--- config.mk ---
export PLATFORM = sky130hd
export DESIGN_NAME = bat_xlate_top
export DESIGN_NICKNAME = d
export VERILOG_FILES = /design/src/rtl/bat_pkg.sv /design/src/rtl/bat_regbank.sv /design/src/rtl/bat_pair_match.sv /design/src/rtl/bat_prio_pick.sv /design/src/rtl/bat_xlate_top.sv
export SDC_FILE = /design/constraint.sdc
export NUM_CORES = 1
export LEC_CHECK = 0
export ABC_AREA = 1
export ABC_CLOCK_PERIOD_IN_PS = 4200
export BUFFER_PORTS_ARGS = -buffer_cell sky130_fd_sc_hd__buf_2
export CORE_UTILIZATION = 55
export CTS_CLUSTER_DIAMETER = 200
export DETAILED_ROUTE_END_ITERATION = 8
export PLACE_DENSITY = 0.74
export SYNTH_ARGS = -nofsm -noshare
export SYNTH_HDL_FRONTEND = slang
export SYNTH_SLANG_ARGS = --single-unit
--- constraint.sdc ---
create_clock -name clk -period 4.2 [get_ports clk]
set_input_delay 0.84 -clock clk [delete_from_list [all_inputs] [get_ports clk]]
set_output_delay 0.84 -clock clk [all_outputs]
set_load 0.05 [all_outputs]
--- src/rtl/bat_pkg.sv ---
// Package: shared constants for the block-address translation matcher.
// Assumes a 32-bit address space and a 17-bit minimum block granule.
package bat_pkg;
    localparam int ADDR_W    = 32;
    localparam int GRAN_LSB  = 17;    // lowest compared address bit
    localparam int LEN_W     = 6;     // size code width in the lower word
    localparam int EN_BIT    = 6;     // enable bit position in the lower word
    localparam int OFFS_W    = 23;    // address bits always passed through
    localparam logic [ADDR_W-1:0] BASE_MASK = 32'hFFFE_0000;
endpackage

--- src/rtl/bat_regbank.sv ---
// Register bank: holds upper/lower words for two banks of NPAIR pairs.
// Writes land on the clock edge. The read side presents the bank chosen
// by the lookup's access type. Reset clears every word, which disables all pairs.
module bat_regbank #(
    parameter int NPAIR = 4,
    parameter int DW    = 32,
    localparam int IW   = $clog2(NPAIR)
) (
    input  logic                      clk,
    input  logic                      rst_n,
    input  logic                      wr_en,
    input  logic                      wr_bank,
    input  logic [IW-1:0]             wr_idx,
    input  logic                      wr_sel_lo,
    input  logic [DW-1:0]             wr_data,
    input  logic                      rd_bank,
    output logic [NPAIR-1:0][DW-1:0]  rd_hi,
    output logic [NPAIR-1:0][DW-1:0]  rd_lo
);
    logic [1:0][NPAIR-1:0][DW-1:0] hi_q;
    logic [1:0][NPAIR-1:0][DW-1:0] lo_q;

    // Store one word per write; clear all words on reset.
    always_ff @(posedge clk) begin
        if (!rst_n) begin
            hi_q <= '0;
            lo_q <= '0;
        end else if (wr_en) begin
            if (wr_sel_lo) lo_q[wr_bank][wr_idx] <= wr_data;
            else           hi_q[wr_bank][wr_idx] <= wr_data;
        end
    end

    // Present the bank requested by the lookup.
    always_comb begin
        rd_hi = hi_q[rd_bank];
        rd_lo = lo_q[rd_bank];
    end
endmodule

--- src/rtl/bat_pair_match.sv ---
// Pair matcher: decides whether one pair covers the address and forms
// the translated address for it. Pure combinational logic.
module bat_pair_match
    import bat_pkg::*;
(
    input  logic [ADDR_W-1:0] addr,
    input  logic [ADDR_W-1:0] hi_word,
    input  logic [ADDR_W-1:0] lo_word,
    output logic              hit,
    output logic [ADDR_W-1:0] paddr
);
    logic [ADDR_W-1:0] size_bits;
    logic [ADDR_W-1:0] cmp_mask;

    // Build the comparison mask from the size code and test the enable bit.
    always_comb begin
        size_bits = ADDR_W'(lo_word[LEN_W-1:0]) << GRAN_LSB;
        cmp_mask  = BASE_MASK & ~size_bits;
        hit       = lo_word[EN_BIT] && ((addr & cmp_mask) == (hi_word & cmp_mask));
        paddr     = (lo_word & BASE_MASK) | {{(ADDR_W-OFFS_W){1'b0}}, addr[OFFS_W-1:0]};
    end
endmodule

--- src/rtl/bat_prio_pick.sv ---
// Priority pick: reports whether any pair hit and the lowest hitting index.
module bat_prio_pick #(
    parameter int NPAIR = 4,
    localparam int IW   = $clog2(NPAIR)
) (
    input  logic [NPAIR-1:0] hits,
    output logic             any,
    output logic [IW-1:0]    idx
);
    // Scan from the top down so the lowest index is written last.
    always_comb begin
        any = |hits;
        idx = '0;
        for (int i = NPAIR - 1; i >= 0; i--) begin
            if (hits[i]) idx = IW'(i);
        end
    end
endmodule

--- src/rtl/bat_xlate_top.sv ---
// Block-address translation matcher top. It looks up the address against the
// selected bank's pairs and registers hit, index and address one cycle
// after an accepted request. It assumes no back-pressure on the response side.
module bat_xlate_top
    import bat_pkg::*;
#(
    parameter int NPAIR = 4,
    localparam int IW   = $clog2(NPAIR)
) (
    input  logic              clk,
    input  logic              rst_n,
    input  logic              req_valid,
    output logic              req_ready,
    input  logic [ADDR_W-1:0] req_addr,
    input  logic              req_is_insn,
    input  logic              wr_en,
    input  logic              wr_bank,
    input  logic [IW-1:0]     wr_idx,
    input  logic              wr_sel_lo,
    input  logic [ADDR_W-1:0] wr_data,
    output logic              rsp_valid,
    output logic              rsp_hit,
    output logic [IW-1:0]     rsp_idx,
    output logic [ADDR_W-1:0] rsp_paddr
);
    logic [NPAIR-1:0][ADDR_W-1:0] cur_hi;
    logic [NPAIR-1:0][ADDR_W-1:0] cur_lo;
    logic [NPAIR-1:0][ADDR_W-1:0] cand_pa;
    logic [NPAIR-1:0]             pair_hit;
    logic                         any_hit;
    logic [IW-1:0]                win_idx;
    logic                         accept;

    bat_regbank #(.NPAIR(NPAIR), .DW(ADDR_W)) u_bank (
        .clk       (clk),
        .rst_n     (rst_n),
        .wr_en     (wr_en),
        .wr_bank   (wr_bank),
        .wr_idx    (wr_idx),
        .wr_sel_lo (wr_sel_lo),
        .wr_data   (wr_data),
        .rd_bank   (req_is_insn),
        .rd_hi     (cur_hi),
        .rd_lo     (cur_lo)
    );

    for (genvar g = 0; g < NPAIR; g++) begin : g_pair
        bat_pair_match u_match (
            .addr    (req_addr),
            .hi_word (cur_hi[g]),
            .lo_word (cur_lo[g]),
            .hit     (pair_hit[g]),
            .paddr   (cand_pa[g])
        );
    end

    bat_prio_pick #(.NPAIR(NPAIR)) u_pick (
        .hits (pair_hit),
        .any  (any_hit),
        .idx  (win_idx)
    );

    // Ready follows reset: the lookup path never stalls.
    always_comb begin
        req_ready = rst_n;
        accept    = req_valid && req_ready;
    end

    // Register the result; misses and idle cycles drive zeros.
    always_ff @(posedge clk) begin
        if (!rst_n) begin
            rsp_valid <= 1'b0;
            rsp_hit   <= 1'b0;
            rsp_idx   <= '0;
            rsp_paddr <= '0;
        end else begin
            rsp_valid <= accept;
            rsp_hit   <= accept && any_hit;
            rsp_idx   <= (accept && any_hit) ? win_idx : '0;
            rsp_paddr <= (accept && any_hit) ? cand_pa[win_idx] : '0;
        end
    end
endmodule

==> impl_metrics.json, run 1 <==
{
  "outcome": "complete, no violations",
  "critical_path_class": "input pin to flop",
  "drive_above_1_share_pct": 8.668,
  "grt_util_met2_pct": 52.00,
  "tightest_slew_ns": 1.176,
  "dpl.hpwl_um": 30940,
  "antenna_found_initial": 4,
  "holdBufCountCts": 0,
  "die_h_um": 170.7,
  "synth-xor-area-share_pct": 0.1119,
  "dieArea_um2": 29130,
  "numPortBuffers": 99,
  "hp-class": "flop to flop",
  "clock_path_buffers": 3,
  "grt-ovfl-total": 0,
  "placed_area_um2": 16150,
  "die-width_um": 170.7,
  "finalHoldViolations": 0,
  "grt_pass1_vias": 13674,
  "synthMuxAreaShare_pct": 1.471,
  "synth-simple-area-share_pct": 26.11,
  "top_usage_layer": "met2",
  "max_slew_margin_pct": 21.51,
  "final_area_um2": 17350,
  "mostFrequentLayoutCells": "451 x nor2_1, 400 x nand2_1, 362 x o21ai_0",
  "via_per_inst": 5.650,
  "critPathMaxFanout": 36,
  "synth_area_um2": 15650,
  "htreeDepth": 2,
  "use_met3_pct": 4.650,
  "cts_setup_buffers": 0,
  "layout_commonest_cell": "nor2_1",
  "yosysSeqAreaShare_pct": 42.47,
  "worstSetupStartpointType": "input pin",
  "layout_setup_ws_ns": 0.9494,
  "synth_fa_ha_area_share_pct": 0,
  "area_growth_pct": 10.84,
  "clock.fmax_mhz": 307.6,
  "fin_crit_ns": 3.251,
  "gp_congestion": 0.9122,
  "cts_tree": "done",
  "grt_max_degree": 268,
  "clockRootBuffer": "clkbuf_16",
  "syn-num-nets": 2403,
  "initial_core_util_pct": 56.17,
  "place_ws_ns": 0.5315,
  "p_per_area_nw_per_um2": 405.0,
  "drv_slew": 0,
  "num_rows": 61,
  "ios": 110,
  "clk_latency_ns": 0.53,
  "dp_cells": 2680,
  "routed_wl_um": 48460,
  "final_nets": 2413,
  "leakagePower_nw": 7.657,
  "synth_top_family_by_area": "simple AND/OR/NAND/NOR gates",
  "synth.top_cell.area_share_pct": 42.47,
  "route.detailed.drc": 0,
  "cts.sinks": 332,
  "use_met1_pct": 44.96,
  "worst_clock_skew_ns": 0.01726,
  "ir_drop_uv": 330.2,
  "synth_cells": 2330,
  "cts_resized": 0,
  "postRouteAntennaNets": 0,
  "synth-compound-area-share_pct": 20.28,
  "vias": 15516,
  "clk_pin_slew_ns": 0.06,
  "arrival_ns": 3.67,
  "setup_viol": 0,
  "numCtsBuffers": 36,
  "ys_ff_latch": 332,
  "synth-warning-count": 0,
  "synth_cell_types": 36,
  "yosys.area.top_type": "dfxtp_1",
  "finalSetupTns_ns": 0,
  "wire_per_inst_um": 17.65,
  "core-area_um2": 27860,
  "drtIter0Drc": 1624,
  "crit_required_ns": 4.62,
  "grt_first_pass_wirelength_um": 74180,
  "period_share_pct": 77.40,
  "grt.total_usage_pct": 33.00,
  "fin_cells": 2746,
  "synth.area.top_cells": "dfxtp_1 42%, o21ai_0 12%, nor2_1 11%, nand2_1 9.6%, a21oi_1 5.6%",
  "syn_area_per_cell_um2": 6.716,
  "end_kind": "flop",
  "dr.pass1.iters": 6,
  "rsz0062_at_grt": "false",
  "maxCapViolations": 0
}
-- power by group --
| part | total (mW) | switching [mW] | internal, mW |
|---|---|---|---|
| Combinational | 0.621 | 0.441 | 0.181 |
| Sequential | 3.24 | 0.0291 | 3.21 |
| Clock | 3.16 | 1.29 | 1.87 |
-- metal layers --
layer	up-vias	share of wire, %
li1	7544	-
met1	7182	43
met2	693	44
met3	95	8.6
met4	2	3.7
met5	-	0.023
-- kinds of logic (layout without fill, tap and decap cells) --
logic type / count (synthesis) / after routing
and+or+nand+nor: 1014 / 1014
AOI/OAI and AO/OA: 603 / 603
buffers and inverters: 356 / 391
DFF: 332 / 332
muxes: 23 / 23
xor gates and xnor gates: 2 / 2
other: 0 / 3
-- stage by stage --
| step | power, mW | utilization, % | hold slack (ns) |
|---|---|---|---|
| final | 7.024 | 62.26 | 0.4417 |
| after global routing | 7.242 | 62.26 | 0.4579 |
| after CTS | 7.035 | 62.24 | 0.4416 |
| after detailed placement | 3.911 | 57.98 | 0.4326 |
| after global placement | 3.897 | 57.98 | 0.4266 |
| after floorplan | 3.714 | - | 0.4205 |
-- critical path: stages --
cell     delay (ns)
buf_6          0.26
buf_4          0.45
nand2_1        0.16
nand2_1        0.09
nand2_1        0.05
nand3_1        0.11
nand2_1        0.11
nor2_1         0.15
nand2_1        0.07
nor2_1         0.15
nand2_1        0.11
nand2_4        0.30
nand2_4        0.30
nand2_1        0.14
nand3_1        0.07
a21oi_1        0.27
-- area by class of cell --
| type | count | area, µm² |
|---|---|---|
| antenna | 3 | 7.507 |
| clock buffer | 53 | 1095 |
| clock inverter | 10 | 90.09 |
| fill | 2558 | 10510 |
| inverter | 202 | 760.7 |
| multi-input combinational | 1642 | 7512 |
| sequential | 332 | 6646 |
| tap | 378 | 473.0 |
| timing repair buffer | 126 | 760.7 |
-- registers in the layout, indices dropped and copies added (netlist names) --
name,count
rsp_valid,1
rsp_paddr,32
rsp_hit,1
u_bank.hi_q,120
rsp_idx,2
u_bank.lo_q,176
-- cells in the mapped netlist --
cell / instances
or2_1: 2
buf_4: 11
buf_6: 12
o21bai_1: 4
o21ai_2: 1
nor2_2: 2
a21boi_1: 2
o211ai_1: 12
nand3_2: 2
or2_0: 1
a21boi_0: 4
inv_4: 1
or2_2: 3
o21ai_0: 362
inv_1: 197
o211ai_2: 6
nand3_1: 132
dfxtp_1: 332
o211a_1: 1
inv_2: 1
clkinv_1: 3
nand3_4: 1
buf_2: 20
o21ai_1: 16
a21oi_1: 176
o21a_1: 2
nand4_1: 4
nor3_1: 4
clkbuf_1: 111
nand2_1: 400
nand2_4: 2
nor2_1: 451
a211oi_1: 17
mux2i_1: 23
xor2_1: 2
nand3b_1: 10
-- final timing paths --
check,startpoint,to,slack (ns),cells past startpoint
min reg2reg,u_bank.lo_q[23]$_SDFFE_PN0P_,u_bank.lo_q[23]$_SDFFE_PN0P_,0.44,2
max,req_is_insn,rsp_paddr[18]$_SDFF_PN0_,0.95,16
max reg2reg,u_bank.hi_q[117]$_SDFFE_PN0P_,rsp_paddr[18]$_SDFF_PN0_,1.62,12
min,u_bank.lo_q[23]$_SDFFE_PN0P_,u_bank.lo_q[23]$_SDFFE_PN0P_,0.44,2
Power figures use the tool's default switching activity.
==> run 2, diff against run 1 <==
--- a/config.mk
+++ b/config.mk
@@ -6,7 +6,7 @@
 export NUM_CORES = 1
 export LEC_CHECK = 0
 export ABC_AREA = 1
-export ABC_CLOCK_PERIOD_IN_PS = 4200
+export ABC_CLOCK_PERIOD_IN_PS = 3300
 export BUFFER_PORTS_ARGS = -buffer_cell sky130_fd_sc_hd__buf_2
 export CORE_UTILIZATION = 55
 export CTS_CLUSTER_DIAMETER = 200
==> constraint.sdc (replaced) <==
create_clock -name clk -period 3.3 [get_ports clk]
set_input_delay 0.66 -clock clk [delete_from_list [all_inputs] [get_ports clk]]
set_output_delay 0.66 -clock clk [all_outputs]
set_load 0.05 [all_outputs]
==> impl_metrics.json, run 2 (synthesis gave the netlist of run 1 again) <==
{
  "arrival_ns": 3.05,
  "grt_max_degree": 95,
  "dr.pass1.iters": 5,
  "wl_met1_um": 20840,
  "fillerInstances": 2592,
  "dieArea_um2": 29130,
  "reg_top3": "u_bank.lo_q x176, u_bank.hi_q x120, rsp_paddr x32",
  "worstSetupStartpointType": "input pin",
  "critPathMaxFanout": 31,
  "die_h_um": 170.7,
  "drv_slew": 0,
  "grt-ovfl-total": 0,
  "setup_viol": 0,
  "ios": 110,
  "outcome": "complete, no violations",
  "antenna_found_initial": 2,
  "cts_setup_buffers": 0,
  "clock.fmax_mhz": 381.0,
  "final-seq-area_um2": 6646,
  "cts.sinks": 332,
  "gp_congestion": 0.9299,
  "mostFrequentLayoutCells": "451 x nor2_1, 400 x nand2_1, 362 x o21ai_0",
  "via_per_inst": 5.618,
  "crit_path_start": "req_is_insn",
  "slowest_stage": "o21ai_0",
  "ir_drop_uv": 414.7,
  "finalSetupTns_ns": 0,
  "num_rows": 61,
  "core-area_um2": 27860,
  "max_slew_margin_pct": 21.12,
  "numCtsBuffers": 37,
  "dr_wl_met2_um": 21110,
  "path_delay_family": "simple AND/OR/NAND/NOR gates",
  "p_per_area_nw_per_um2": 523.1,
  "worst_clock_skew_ns": 0.01793,
  "wire_per_inst_um": 17.56,
  "clock_path_buffers": 3,
  "path_cells": "buf_6 -> inv_4 -> buf_12 -> o21ai_0 -> nand3_1 -> inv_1 -> nor2_1 -> nand3_1 -> nand2_1 -> nand2_4 -> nand2_4 -> nand2_1 -> nand3_1 -> a21oi_1",
  "multiInputGateArea_um2": 7512,
  "largest_register": "u_bank.lo_q",
  "crit_required_ns": 3.73,
  "combPwrFrac_pct": 8.8,
  "seq_power_share_pct": 44.8,
  "grt_pass1_vias": 13733,
  "worst_path_largest_cell_delay_ns": 0.34,
  "initial_core_util_pct": 56.17,
  "switchingPower_mw": 2.241,
  "clk_latency_ns": 0.52,
  "rsz0062_at_grt": "false",
  "numPortBuffers": 99,
  "maxCapViolations": 0,
  "clk_pin_slew_ns": 0.06,
  "leakagePower_nw": 7.792,
  "drive_above_1_share_pct": 9.258,
  "die-width_um": 170.7,
  "period_share_pct": 79.53,
  "dr_wl_met3_um": 4785,
  "pwr-share-clk_pct": 46.4,
  "hp-class": "input pin to flop",
  "dpl.hpwl_um": 31730,
  "final_nets": 2435,
  "largest_reg_flops": 176,
  "grt_first_pass_wirelength_um": 74840,
  "area_growth_pct": 12.52,
  "vias": 15544,
  "cts_resized": 0,
  "clockRootBuffer": "clkbuf_16",
  "holdBufCountCts": 0,
  "switching_share_pct": 24.33,
  "min_from": "req_addr[10]",
  "p_int_mw": 6.970,
  "htreeDepth": 2,
  "critical_path_class": "input pin to flop",
  "cts_tree": "done",
  "tightest_slew_ns": 1.182,
  "routed.top_layer": "met5",
  "route.detailed.drc": 0,
  "cp_common_cell": "nand3_1",
  "fin_util_pct": 63.21,
  "grt.total_usage_pct": 33.31,
  "path_buf_inv": 4,
  "finalHoldViolations": 0,
  "layout_commonest_cell": "nor2_1",
  "end_kind": "flop",
  "postRouteAntennaNets": 0,
  "routed_wl_um": 48580,
  "fin_crit_ns": 2.624,
  "r2r-start": "u_bank.lo_q[65]$_SDFFE_PN0P_",
  "drtIter0Drc": 1790
}
run 2: cell types whose count changed in the layout (fill, tap and decap cells not counted), sizes merged:
cell      previous run  this run
bufinv               1         5
clkinvlp             0         1
buf                126       147
diode                3         2
clkinv              11         7
run 2: power groups by stage:
stage	Clock [mW]	Combinational, mW	Sequential [mW]
after floorplan	0	0.522	4.20
after global placement	0	0.771	4.21
after detailed placement	0	0.783	4.21
after CTS	4.31	0.788	4.12
after global routing	4.48	0.886	4.13
final	4.28	0.807	4.13
run 2: layer usage:
layer / vias up / GRT usage (%)
met2: 701 / 51.30
met5: - / 0
li1: 7581 / -
met4: 2 / 13.87
met3: 114 / 4.765
met1: 7146 / 46.56
run 2: stage by stage:
| step | cells | total power, mW | hold WS, ns | setup slack [ns] | area, µm² |
|---|---|---|---|---|---|
| 5_1_grt | 2766 | 9.493 | 0.3392 | 0.6172 | 17610 |
| 4_1_cts | 2765 | 9.220 | 0.3366 | 0.8197 | 17600 |
| 3_5_place_dp | 2701 | 4.995 | 0.4366 | 0.2908 | 16350 |
| 6_report | 2767 | 9.211 | 0.3453 | 0.6755 | 17610 |
| 2_1_floorplan | 2330 | 4.727 | 0.4205 | 1.009 | 15650 |
| 3_3_place_gp | 2701 | 4.980 | 0.4300 | 0.2736 | 16350 |
run 2: final cells by class:
cell class              instances  area share [%]
multi-input cells            1642           42.66
flip-flops and latches        332           37.75
clock buffers                  53           6.068
repair buffers                147           5.429
inverters                     202           4.320
well taps                     378           2.686
clock inverters                11           1.059
diodes                          2         0.02842
run 2: worst paths after layout:
path                                  endpoint  slack, ns  depth (start not counted)
setup / recovery      rsp_paddr[17]$_SDFF_PN0_       0.68                         14
hold / removal        rsp_paddr[10]$_SDFF_PN0_       0.35                          3
setup reg to reg      rsp_paddr[17]$_SDFF_PN0_       1.04                         12
hold reg to reg   u_bank.lo_q[24]$_SDFFE_PN0P_       0.45                          2
run 2: worst reg2reg max path, stage by stage, from the launching register on:
cell and delay, ns:
dfxtp_1 0.31, or2_2 0.29, o21ai_0 0.16, nand3_1 0.20, inv_1 0.08, nor2_1 0.05
nand3_1 0.16, nand2_1 0.12, nand2_4 0.14, nand2_4 0.23, nand2_1 0.14, nand3_1 0.08
a21oi_1 0.23
